[config.mk]
export PLATFORM = sky130hd
export DESIGN_NAME = pixclk_ratio_search
export DESIGN_NICKNAME = d
export VERILOG_FILES = /design/src/rtl/pixclk_ratio_pkg.sv /design/src/rtl/pixclk_ratio_div.sv /design/src/rtl/pixclk_ratio_best.sv /design/src/rtl/pixclk_ratio_pack.sv /design/src/rtl/pixclk_ratio_search.sv
export SDC_FILE = /design/constraint.sdc
export NUM_CORES = 2
export LEC_CHECK = 0
export ABC_AREA = 0
export BUFFER_PORTS_ARGS = -buffer_cell sky130_fd_sc_hd__buf_2
export CAP_MARGIN = 20
export CORE_ASPECT_RATIO = 1.25
export CORE_UTILIZATION = 55
export DETAILED_ROUTE_END_ITERATION = 10
export GPL_ROUTABILITY_DRIVEN = 1
export PLACE_DENSITY = 0.72
export SLEW_MARGIN = 20
export SYNTH_ARGS = -nofsm -noshare
export SYNTH_HDL_FRONTEND = slang
export SYNTH_SLANG_ARGS = --single-unit
[constraint.sdc]
create_clock -name clk -period 106.4 [get_ports clk]
set_input_delay 10.64 -clock clk [delete_from_list [all_inputs] [get_ports clk]]
set_output_delay 10.64 -clock clk [all_outputs]
set_load 0.05 [all_outputs]
[src/rtl/pixclk_ratio_pkg.sv]
package pixclk_ratio_pkg;

  typedef enum logic [2:0] {
    ST_IDLE,
    ST_KICK_SCALE,
    ST_WAIT_SCALE,
    ST_KICK_RATIO,
    ST_WAIT_RATIO,
    ST_PACK,
    ST_REPORT
  } search_state_e;

endpackage

[src/rtl/pixclk_ratio_div.sv]
// Iterative restoring divider, STEPS quotient bits per clock.
module pixclk_ratio_div #(
  parameter int DVD_W = 38,
  parameter int DVS_W = 10,
  parameter int STEPS = 19
) (
  input  logic             clk,
  input  logic             rst_n,
  input  logic             go,
  input  logic [DVD_W-1:0] dividend,
  input  logic [DVS_W-1:0] divisor,
  output logic             done,
  output logic [DVD_W-1:0] quotient
);

  localparam int ITER  = (DVD_W + STEPS - 1) / STEPS;
  localparam int PAD_W = ITER * STEPS;
  localparam int CNT_W = $clog2(ITER + 1);

  logic [PAD_W-1:0] work_q, work_c;
  logic [DVS_W-1:0] rem_q, rem_c, dvs_q;
  logic [CNT_W-1:0] cnt_q;
  logic             done_q;
  logic [DVS_W:0]   trial;

  always_comb begin
    rem_c  = rem_q;
    work_c = work_q;
    trial  = '0;
    for (int i = 0; i < STEPS; i++) begin
      trial  = {rem_c, work_c[PAD_W-1]};
      work_c = {work_c[PAD_W-2:0], 1'b0};
      if (trial >= {1'b0, dvs_q}) begin
        trial     = trial - {1'b0, dvs_q};
        work_c[0] = 1'b1;
      end
      rem_c = trial[DVS_W-1:0];
    end
  end

  always_ff @(posedge clk or negedge rst_n) begin
    if (!rst_n) begin
      work_q <= '0;
      rem_q  <= '0;
      dvs_q  <= '0;
      cnt_q  <= '0;
      done_q <= 1'b0;
    end else begin
      done_q <= 1'b0;
      if (go && cnt_q == '0) begin
        work_q <= PAD_W'(dividend);
        rem_q  <= '0;
        dvs_q  <= divisor;
        cnt_q  <= CNT_W'(ITER);
      end else if (cnt_q != '0) begin
        work_q <= work_c;
        rem_q  <= rem_c;
        cnt_q  <= cnt_q - CNT_W'(1);
        if (cnt_q == CNT_W'(1)) done_q <= 1'b1;
      end
    end
  end

  assign done     = done_q;
  assign quotient = work_q[DVD_W-1:0];

endmodule

[src/rtl/pixclk_ratio_best.sv]
// Keeps the best (v, r) pair; replaces on error less than or equal.
module pixclk_ratio_best #(
  parameter int FREQ_W = 38,
  parameter int RATE_W = 32,
  parameter int SEL_W  = 6
) (
  input  logic              clk,
  input  logic              rst_n,
  input  logic              clear,
  input  logic              cand_valid,
  input  logic [FREQ_W-1:0] cand_freq,
  input  logic [SEL_W-1:0]  cand_v,
  input  logic [SEL_W-1:0]  cand_r,
  input  logic [RATE_W-1:0] target,
  output logic [SEL_W-1:0]  best_v,
  output logic [SEL_W-1:0]  best_r
);

  localparam logic [RATE_W-1:0] INIT_ERR = {1'b0, {(RATE_W-1){1'b1}}};

  logic [RATE_W-1:0] best_err_q;
  logic [SEL_W-1:0]  v_q, r_q;
  logic [FREQ_W-1:0] tgt_ext, diff;
  logic              take;

  assign tgt_ext = FREQ_W'(target);
  assign diff    = (cand_freq >= tgt_ext) ? (cand_freq - tgt_ext) : (tgt_ext - cand_freq);
  assign take    = cand_valid && (diff <= FREQ_W'(best_err_q));

  always_ff @(posedge clk or negedge rst_n) begin
    if (!rst_n) begin
      best_err_q <= INIT_ERR;
      v_q        <= '0;
      r_q        <= '0;
    end else if (clear) begin
      best_err_q <= INIT_ERR;
      v_q        <= '0;
      r_q        <= '0;
    end else if (take) begin
      best_err_q <= diff[RATE_W-1:0];
      v_q        <= cand_v;
      r_q        <= cand_r;
    end
  end

  assign best_v = v_q;
  assign best_r = r_q;

endmodule

[src/rtl/pixclk_ratio_pack.sv]
// Clamps the pair to 1..SEL_MAX and packs it minus one.
module pixclk_ratio_pack #(
  parameter int SEL_W   = 6,
  parameter int SEL_MAX = 63,
  parameter int CODE_W  = 16,
  parameter int V_LSB   = 8
) (
  input  logic [SEL_W-1:0]  sel_v,
  input  logic [SEL_W-1:0]  sel_r,
  output logic [CODE_W-1:0] code
);

  logic [SEL_W-1:0] v_cl, r_cl;

  always_comb begin
    v_cl = (sel_v == '0) ? SEL_W'(1) :
           ((sel_v > SEL_W'(SEL_MAX)) ? SEL_W'(SEL_MAX) : sel_v);
    r_cl = (sel_r == '0) ? SEL_W'(1) :
           ((sel_r > SEL_W'(SEL_MAX)) ? SEL_W'(SEL_MAX) : sel_r);
    code = '0;
    code[V_LSB +: SEL_W] = v_cl - SEL_W'(1);
    code[0 +: SEL_W]     = r_cl - SEL_W'(1);
  end

endmodule

[src/rtl/pixclk_ratio_search.sv]
module pixclk_ratio_search
  import pixclk_ratio_pkg::*;
#(
  parameter int FREF_W  = 32,
  parameter int RATE_W  = 32,
  parameter int SEL_W   = 6,
  parameter int SEL_MAX = 63,
  parameter int SCALE   = 1000,
  parameter int STEPS   = 19,
  parameter int CODE_W  = 16,
  parameter int V_LSB   = 8
) (
  input  logic              clk,
  input  logic              rst_n,
  input  logic              req_valid,
  output logic              req_ready,
  input  logic [FREF_W-1:0] req_fref,
  input  logic [RATE_W-1:0] req_rate,
  output logic              res_valid,
  output logic [CODE_W-1:0] res_code
);

  localparam int PROD_W  = FREF_W + SEL_W;
  localparam int SCALE_W = $clog2(SCALE + 1);
  localparam int DIVR_W  = (SCALE_W > SEL_W) ? SCALE_W : SEL_W;

  search_state_e     state_q;
  logic [FREF_W-1:0] fref_q;
  logic [RATE_W-1:0] rate_q;
  logic [SEL_W-1:0]  v_q, r_q;
  logic [PROD_W-1:0] scaled_q;
  logic [CODE_W-1:0] code_q;

  logic              div_go, div_done;
  logic [PROD_W-1:0] div_dividend, div_quot;
  logic [DIVR_W-1:0] div_divisor;
  logic              accept, cand_valid;
  logic [SEL_W-1:0]  best_v, best_r;
  logic [CODE_W-1:0] packed_code;

  assign accept     = (state_q == ST_IDLE) && req_valid;
  assign cand_valid = (state_q == ST_WAIT_RATIO) && div_done;
  assign div_go     = (state_q == ST_KICK_SCALE) || (state_q == ST_KICK_RATIO);

  always_comb begin
    if (state_q == ST_KICK_SCALE) begin
      div_dividend = PROD_W'(v_q) * PROD_W'(fref_q);
      div_divisor  = DIVR_W'(SCALE);
    end else begin
      div_dividend = scaled_q;
      div_divisor  = DIVR_W'(r_q);
    end
  end

  pixclk_ratio_div #(
    .DVD_W(PROD_W), .DVS_W(DIVR_W), .STEPS(STEPS)
  ) u_div (
    .clk(clk), .rst_n(rst_n), .go(div_go),
    .dividend(div_dividend), .divisor(div_divisor),
    .done(div_done), .quotient(div_quot)
  );

  pixclk_ratio_best #(
    .FREQ_W(PROD_W), .RATE_W(RATE_W), .SEL_W(SEL_W)
  ) u_best (
    .clk(clk), .rst_n(rst_n), .clear(accept),
    .cand_valid(cand_valid), .cand_freq(div_quot),
    .cand_v(v_q), .cand_r(r_q), .target(rate_q),
    .best_v(best_v), .best_r(best_r)
  );

  pixclk_ratio_pack #(
    .SEL_W(SEL_W), .SEL_MAX(SEL_MAX), .CODE_W(CODE_W), .V_LSB(V_LSB)
  ) u_pack (
    .sel_v(best_v), .sel_r(best_r), .code(packed_code)
  );

  always_ff @(posedge clk or negedge rst_n) begin
    if (!rst_n) begin
      state_q  <= ST_IDLE;
      fref_q   <= '0;
      rate_q   <= '0;
      v_q      <= '0;
      r_q      <= '0;
      scaled_q <= '0;
      code_q   <= '0;
    end else begin
      case (state_q)
        ST_IDLE: if (req_valid) begin
          fref_q  <= req_fref;
          rate_q  <= req_rate;
          v_q     <= SEL_W'(SEL_MAX);
          r_q     <= SEL_W'(SEL_MAX);
          state_q <= ST_KICK_SCALE;
        end
        ST_KICK_SCALE: state_q <= ST_WAIT_SCALE;
        ST_WAIT_SCALE: if (div_done) begin
          scaled_q <= div_quot;
          state_q  <= ST_KICK_RATIO;
        end
        ST_KICK_RATIO: state_q <= ST_WAIT_RATIO;
        ST_WAIT_RATIO: if (div_done) begin
          if (r_q != SEL_W'(1)) begin
            r_q     <= r_q - SEL_W'(1);
            state_q <= ST_KICK_RATIO;
          end else if (v_q != SEL_W'(1)) begin
            v_q     <= v_q - SEL_W'(1);
            r_q     <= SEL_W'(SEL_MAX);
            state_q <= ST_KICK_SCALE;
          end else begin
            state_q <= ST_PACK;
          end
        end
        ST_PACK: begin
          code_q  <= packed_code;
          state_q <= ST_REPORT;
        end
        ST_REPORT: state_q <= ST_IDLE;
        default:   state_q <= ST_IDLE;
      endcase
    end
  end

  assign req_ready = (state_q == ST_IDLE);
  assign res_valid = (state_q == ST_REPORT);
  assign res_code  = code_q;

endmodule

* Word level (Yosys, flattened, before mapping)
Cells that the tools add are included.
** Storage, ports and cells
- Register bits :: 234
- Input bits :: 67
- Output and inout bits :: 18
- Word-level logic and storage cells :: 173
** Cells by class
- Add/sub/neg operators :: 26
- Multipliers :: 1
- Order comparisons :: 23
- Eq/ne operators :: 15
- Multiplexer cells :: 75
- Reductions and logical operators :: 18
** Operator list (number)
- 10-bit two-way mux :: 22
- 11-bit by 10-bit >= comparator with 1-bit output :: 19
- 10-bit subtractor :: 19
- 38-bit two-way mux :: 4
- 6-bit two-way mux :: 15
- 32-bit two-way mux :: 2
- 38-bit by 32-bit >= comparator with 1-bit output :: 1
- 38-bit by 32-bit less-or-equal comparator with 1-bit output :: 1
- 6-bit by 32-bit multiplier with 38-bit output :: 1
- 32-bit by 38-bit subtractor with 38-bit output :: 1
- 38-bit by 32-bit subtractor with 38-bit output :: 1
- 6-bit case mux with 2 select lines :: 2
- 6-bit by 1-bit subtractor with 6-bit output (second input constant) :: 4
- 1-bit two-way mux :: 22
- 3-bit case mux with 6 select lines :: 1
- 3-bit two-way mux :: 5
- 6-bit greater-than comparator (second input constant) :: 2
- 6-bit zero test :: 2
- 6-bit by 1-bit inequality test with 1-bit output (second input constant) :: 2
- 3-bit equality test (second input constant) :: 3
- 2-bit nonzero test :: 4
- 3-bit by 2-bit equality test with 1-bit output (second input constant) :: 2
- 2-bit by 1-bit inequality test with 1-bit output (second input constant) :: 3
- 5-bit AND reduction :: 1
- other kinds (13) :: 19

* Logic depth before layout (Yosys ltp)
- Depth after elaboration :: 40
- Mapped depth :: 268
- Depth with buffers taken out :: 256

* Hierarchy
Synthesis repeated with hierarchy kept, for this count alone.
** Second synthesis, totals
- Cells, all modules :: 4032
- Area total of the unflattened synthesis :: 32762.7 µm²
** By module, submodules not included
- pixclk_ratio_div :: instances 1, cells an instance 1723, area each 13693.1 µm², sequential area each 1526.5 µm²
- pixclk_ratio_search :: instances 1, cells an instance 1366, area each 12051.6 µm², sequential area each 3328.2 µm²
- pixclk_ratio_best :: instances 1, cells an instance 910, area each 6799.0 µm², sequential area each 1139.8 µm²
- pixclk_ratio_pack :: instances 1, cells an instance 33, area each 219.0 µm², sequential area each 0.0 µm²

* Least setup slack after synthesis
No wires, ideal clock.
- Path type :: register -> register
- Start point :: register u_div.dvs_q[8]
- End point :: register u_div.rem_q[3]
- Library setup time :: 136 ps
- Arrival time :: 49707 ps
- Data required time :: 106264 ps
- Path slack :: 56557 ps
- Cell stages (with the launch flop) :: 261
- Buffers on the path :: 13
- Period minus slack after synthesis :: 49843 ps
- Path through :: dfrtp_1 inv_1 ha_1 nand4_1 o31ai_2 a221oi_2 nand2_1 buf_2 mux2_2 ha_1 or3_1 o21ai_0 a21oi_1 nand2_1 nand4_1 or2_1 buf_2 buf_1 (+225 left out) o211ai_1 o21a_1 buf_6 mux2i_1 ha_1 a21oi_1 o21ai_0 a21oi_1 o21ai_0 a21oi_1 o21ai_0 a21o_1 a21o_1 a211oi_1 o211ai_2 buf_6 mux2i_1 a21oi_1
** On the way
- Longest elaborated chain between the ends :: 40
- Elaborated cells between the ends (all ways) :: 59
- Those cells by class :: add/sub (19); order compare (19); mux (21)
** Ends and longest elaborated chain
- start, declared :: line pixclk_ratio_div.sv:21 : logic [DVS_W-1:0] rem_q, rem_c, dvs_q;
- start signal, assigned :: line pixclk_ratio_div.sv:53 : dvs_q <= divisor;
- 10-bit subtractor or 11-bit by 10-bit >= comparator with 1-bit output (tied branches) :: line pixclk_ratio_div.sv:34, pixclk_ratio_div.sv:33
- 10-bit two-way mux :: line pixclk_ratio_div.sv:33 : if (trial >= {1'b0, dvs_q}) begin
- 10-bit subtractor or 11-bit by 10-bit >= comparator with 1-bit output (tied branches) :: line pixclk_ratio_div.sv:34, pixclk_ratio_div.sv:33
- 10-bit two-way mux :: line pixclk_ratio_div.sv:33
- 11-bit by 10-bit >= comparator with 1-bit output or 10-bit subtractor (tied branches) :: line pixclk_ratio_div.sv:33, pixclk_ratio_div.sv:34
- 10-bit two-way mux :: line pixclk_ratio_div.sv:33
- 10-bit subtractor or 11-bit by 10-bit >= comparator with 1-bit output (tied branches) :: line pixclk_ratio_div.sv:34, pixclk_ratio_div.sv:33
- 10-bit two-way mux :: line pixclk_ratio_div.sv:33
- (+24 left out)
- 10-bit subtractor or 11-bit by 10-bit >= comparator with 1-bit output (tied branches) :: line pixclk_ratio_div.sv:34, pixclk_ratio_div.sv:33
- 10-bit two-way mux :: line pixclk_ratio_div.sv:33
- 11-bit by 10-bit >= comparator with 1-bit output or 10-bit subtractor (tied branches) :: line pixclk_ratio_div.sv:33, pixclk_ratio_div.sv:34
- 10-bit two-way mux :: line pixclk_ratio_div.sv:33
- 10-bit subtractor or 11-bit by 10-bit >= comparator with 1-bit output (tied branches) :: line pixclk_ratio_div.sv:34, pixclk_ratio_div.sv:33
- 10-bit two-way mux (*) :: line pixclk_ratio_div.sv:33
- 10-bit two-way mux (*) :: line pixclk_ratio_div.sv:55 : end else if (cnt_q != '0) begin
- 10-bit two-way mux (*) :: line pixclk_ratio_div.sv:50 : if (go && cnt_q == '0) begin
- end signal, assigned :: line pixclk_ratio_div.sv:57 : rem_q <= rem_c;
- end, declared :: line pixclk_ratio_div.sv:21
Mark *: on every way between the ends. The rest lies on a longest branch, timed or not. The select of a mux whose other input is x is not followed.
A chain may end at the register's enable or synchronous reset.

* Worst setup path after layout
- Start point :: register u_div.dvs_q[8]
- End point :: register u_div.rem_q[0]
** On the way
- Longest elaborated chain between the ends :: 40
- Elaborated cells between the ends (all ways) :: 58
- Those cells by class :: add/sub (18); order compare (19); mux (21)
** Ends and longest elaborated chain (line)
- 10-bit subtractor or 11-bit by 10-bit >= comparator with 1-bit output (tied branches) :: pixclk_ratio_div.sv:34, pixclk_ratio_div.sv:33
- 10-bit two-way mux :: pixclk_ratio_div.sv:33
- 10-bit subtractor or 11-bit by 10-bit >= comparator with 1-bit output (tied branches) :: pixclk_ratio_div.sv:34, pixclk_ratio_div.sv:33
- 10-bit two-way mux :: pixclk_ratio_div.sv:33
- 11-bit by 10-bit >= comparator with 1-bit output or 10-bit subtractor (tied branches) :: pixclk_ratio_div.sv:33, pixclk_ratio_div.sv:34
- 10-bit two-way mux :: pixclk_ratio_div.sv:33
- 10-bit subtractor or 11-bit by 10-bit >= comparator with 1-bit output (tied branches) :: pixclk_ratio_div.sv:34, pixclk_ratio_div.sv:33
- 10-bit two-way mux :: pixclk_ratio_div.sv:33
- (+24 left out)
- 10-bit subtractor or 11-bit by 10-bit >= comparator with 1-bit output (tied branches) :: pixclk_ratio_div.sv:34, pixclk_ratio_div.sv:33
- 10-bit two-way mux :: pixclk_ratio_div.sv:33
- 10-bit subtractor or 11-bit by 10-bit >= comparator with 1-bit output (tied branches) :: pixclk_ratio_div.sv:34, pixclk_ratio_div.sv:33
- 10-bit two-way mux :: pixclk_ratio_div.sv:33
- 11-bit by 10-bit >= comparator with 1-bit output (*) :: pixclk_ratio_div.sv:33
- 10-bit two-way mux (*) :: pixclk_ratio_div.sv:33
- 10-bit two-way mux (*) :: pixclk_ratio_div.sv:55
- 10-bit two-way mux (*) :: pixclk_ratio_div.sv:50
Marks and branches as above.

==> impl_metrics.toml <==
[global_routing]
gr-usage-all-layers = 0.308
grt_pass1_wl_mm = 138
grt_pass1_vias = 26200
grt_max_degree = 110
antenna_found_initial = 0
grt_overflow = 0

[timing]
skew_ns = 0.0250
max_slew_margin = 0.263
worst_pin_slew_ns = 1.11
min_period_over_period = 0.527
timing.final.ws_setup_ns = 50.30
period_needed_ns = 56.10
hold_viol = 0
grt_setup_unrepaired = "false"
fin_setup_tns_ns = 0
setup_viol_count_final = 0
fmax_ghz = 0.0178
maxSlewViolCount = 0

[setup_path]
cpMostUsedCell = "a21o_1"
arrival_ns = 56.58
criticalPathCategory = "flip-flop to flip-flop"
slowest_stage = "a211oi_2"
cp.required_ns = 106.88
start_kind = "flip-flop"
critPathMaxFanout = 25
critPathCaptureType = "flip-flop"
critPathMaxStageDelay_ns = 0.72

[cells_and_area]
ff_latch_area_sq_um = 5820
fin_nets = 4210
antennaDiodeCount = 0
multiInputGateArea_sq_um = 22500
final_common_cell = "nand2_1"
fin_area_sq_um = 32000
area_growth_pct = 5.96
layout-drive-gt1-share = 0.0913
final_cell_mix = "545 x nand2_1, 363 x inv_1, 339 x ha_1"
fillers = 4875

[logic_synthesis]
synth-seq-cells = 231
synthArstFlopShare = 1.00
synth_largest_area_cell = "dfrtp_1"
ys.flop_type = "dfrtp_1"
synth_cell_types = 92
yosysWarnings = 0
synth_area_per_cell_sq_um = 8.23
syn_area_sq_um = 30200
seq_area_frac_synth = 0.192
synth_edf_count = 0
syn_inst = 3674
synth_area_leaders = "dfrtp_1 17%, ha_1 14%, fa_1 9.4%, nand2_1 6.8%, inv_1 4.5%"
synth_top_area_frac = 0.165

[cts]
cts_hold_buf = 0
cts_setup_buffers = 0
cts_root_buffer = "clkbuf_16"
cts-buffers-inserted = 25
cts_buffer_depth = 3
h-tree-depth = 1
numClockSinks = 231
cts_tree = "yes"
cts_resized = 0
clk_latency_ns = 0.56
clkTransAtPathRegs_ns = 0.06

[floorplanning]
dieArea_sq_um = 55900
start_util = 0.559
die_x_microns = 212
coreArea_sq_um = 54100
std_cell_rows = 95
dieHeight_microns = 264
io-pin-count = 85

[detailed_routing]
avgViaCountPerCell = 6.02
wl_per_cell_microns = 19.4
firstDrtPassIters = 6
drtIter0Drc = 1825
drc = 0
routed_wl_mm = 85.7
vias = 26500
postRouteAntennaNets = 0

[flow_run]
maxCapViolations = 0

[placed_design]
dpl_worst_slack_ns = 51.12
port_buffers = 80
finalWeightedCongestion = 1.01
placed_area_sq_um = 31200
hpwlAfterDp_mm = 67.3

[status]
status = "finished, final reports clean"

[worst_hold_path]
hp-class = "flip-flop to flip-flop"
path summary, 6_finish.rpt:
path	start	endpoint	slack, ns	cells after the start
max in group asynchronous	rst_n	u_div.rem_q[6]	94.96	2
worst max-delay path	u_div.dvs_q[8]	u_div.rem_q[0]	50.30	250
min in group asynchronous	rst_n	u_best.best_err_q[31]	10.12	1
worst min-delay path	res_code[2]	res_code[2]	0.47	2
worst min register to register	res_code[2]	res_code[2]	0.47	2
worst max register to register	u_div.dvs_q[8]	u_div.rem_q[0]	50.30	250
cell families after synthesis:
family,Yosys count,share of synthesized area
buffers and inverters,514,0.0668
other,1,0.000124
multiplexers,214,0.0772
AO/OA/AOI/OAI,983,0.215
AND/OR/NAND/NOR,1044,0.154
adder cells (fa/ha/maj),482,0.235
XOR/XNOR,205,0.0594
flip-flops,231,0.192
per-stage QoR:
stage / utilization / std cells / hold slack [ns]
CTS: 0.593 / 4407 / 0.478
global route: 0.593 / 4407 / 0.513
floorplan: - / 3677 / 0.450
detailed placement: 0.576 / 4361 / 0.464
finish: 0.593 / 4407 / 0.471
global placement: 0.576 / 4361 / 0.456
metal layers:
layer,wire (microns),global-route usage,vias to the layer above
met5,0,0,-
met4,4150,0.137,0
met3,4570,0.0323,203
met2,41600,0.533,800
met1,35300,0.384,12800
li1,-,-,12800
layout make-up:
class | instances | share of cell area
multi-input cells | 2932 | 0.701
flip-flops and latches | 231 | 0.182
inverters | 364 | 0.0426
well taps | 727 | 0.0284
clock buffers | 36 | 0.0217
repair buffers | 107 | 0.0191
clock inverters | 10 | 0.00597
cells in the mapped netlist, types with 18 or more instances:
cell type,n
nand2_1,546
inv_1,364
ha_1,340
a21oi_1,239
o21ai_0,230
dfrtp_1,200
nor2_1,187
fa_1,142
a21o_1,138
clkbuf_1,111
xnor2_1,108
mux2_2,103
xor2_1,97
mux2i_1,96
o211ai_1,95
nand4_1,61
nor3_1,51
o21bai_1,51
nor2b_1,40
nand2b_1,35
nand3_1,32
dfstp_2,31
a211oi_1,27
and2_1,26
o21a_1,24
a31oi_1,20
buf_1,19
a221oi_1,18
sequential cells by signal, summed over array words and instances, names as in the netlist:
name and count:
fref_q 32, r_q 6, rate_q 32, res_code 12, scaled_q 38, state_q 3, u_best.best_err_q 32, u_best.best_r 6
u_best.best_v 6, u_div.cnt_q 2, u_div.done 1, u_div.dvs_q 7, u_div.quotient 38, u_div.rem_q 10, v_q 6
critical path, delay by kind of cell (launching register included):
family          cells  cell delay (ns)
simple gates       36             6.67
fa+ha+maj          19             5.42
compound gates    168            36.11
mux                15             6.20
buf+inv            12             1.16
flops               1             0.39
Power is not shown: default switching activity piles up to over one toggle a cycle in this logic, so the estimate is an artifact.
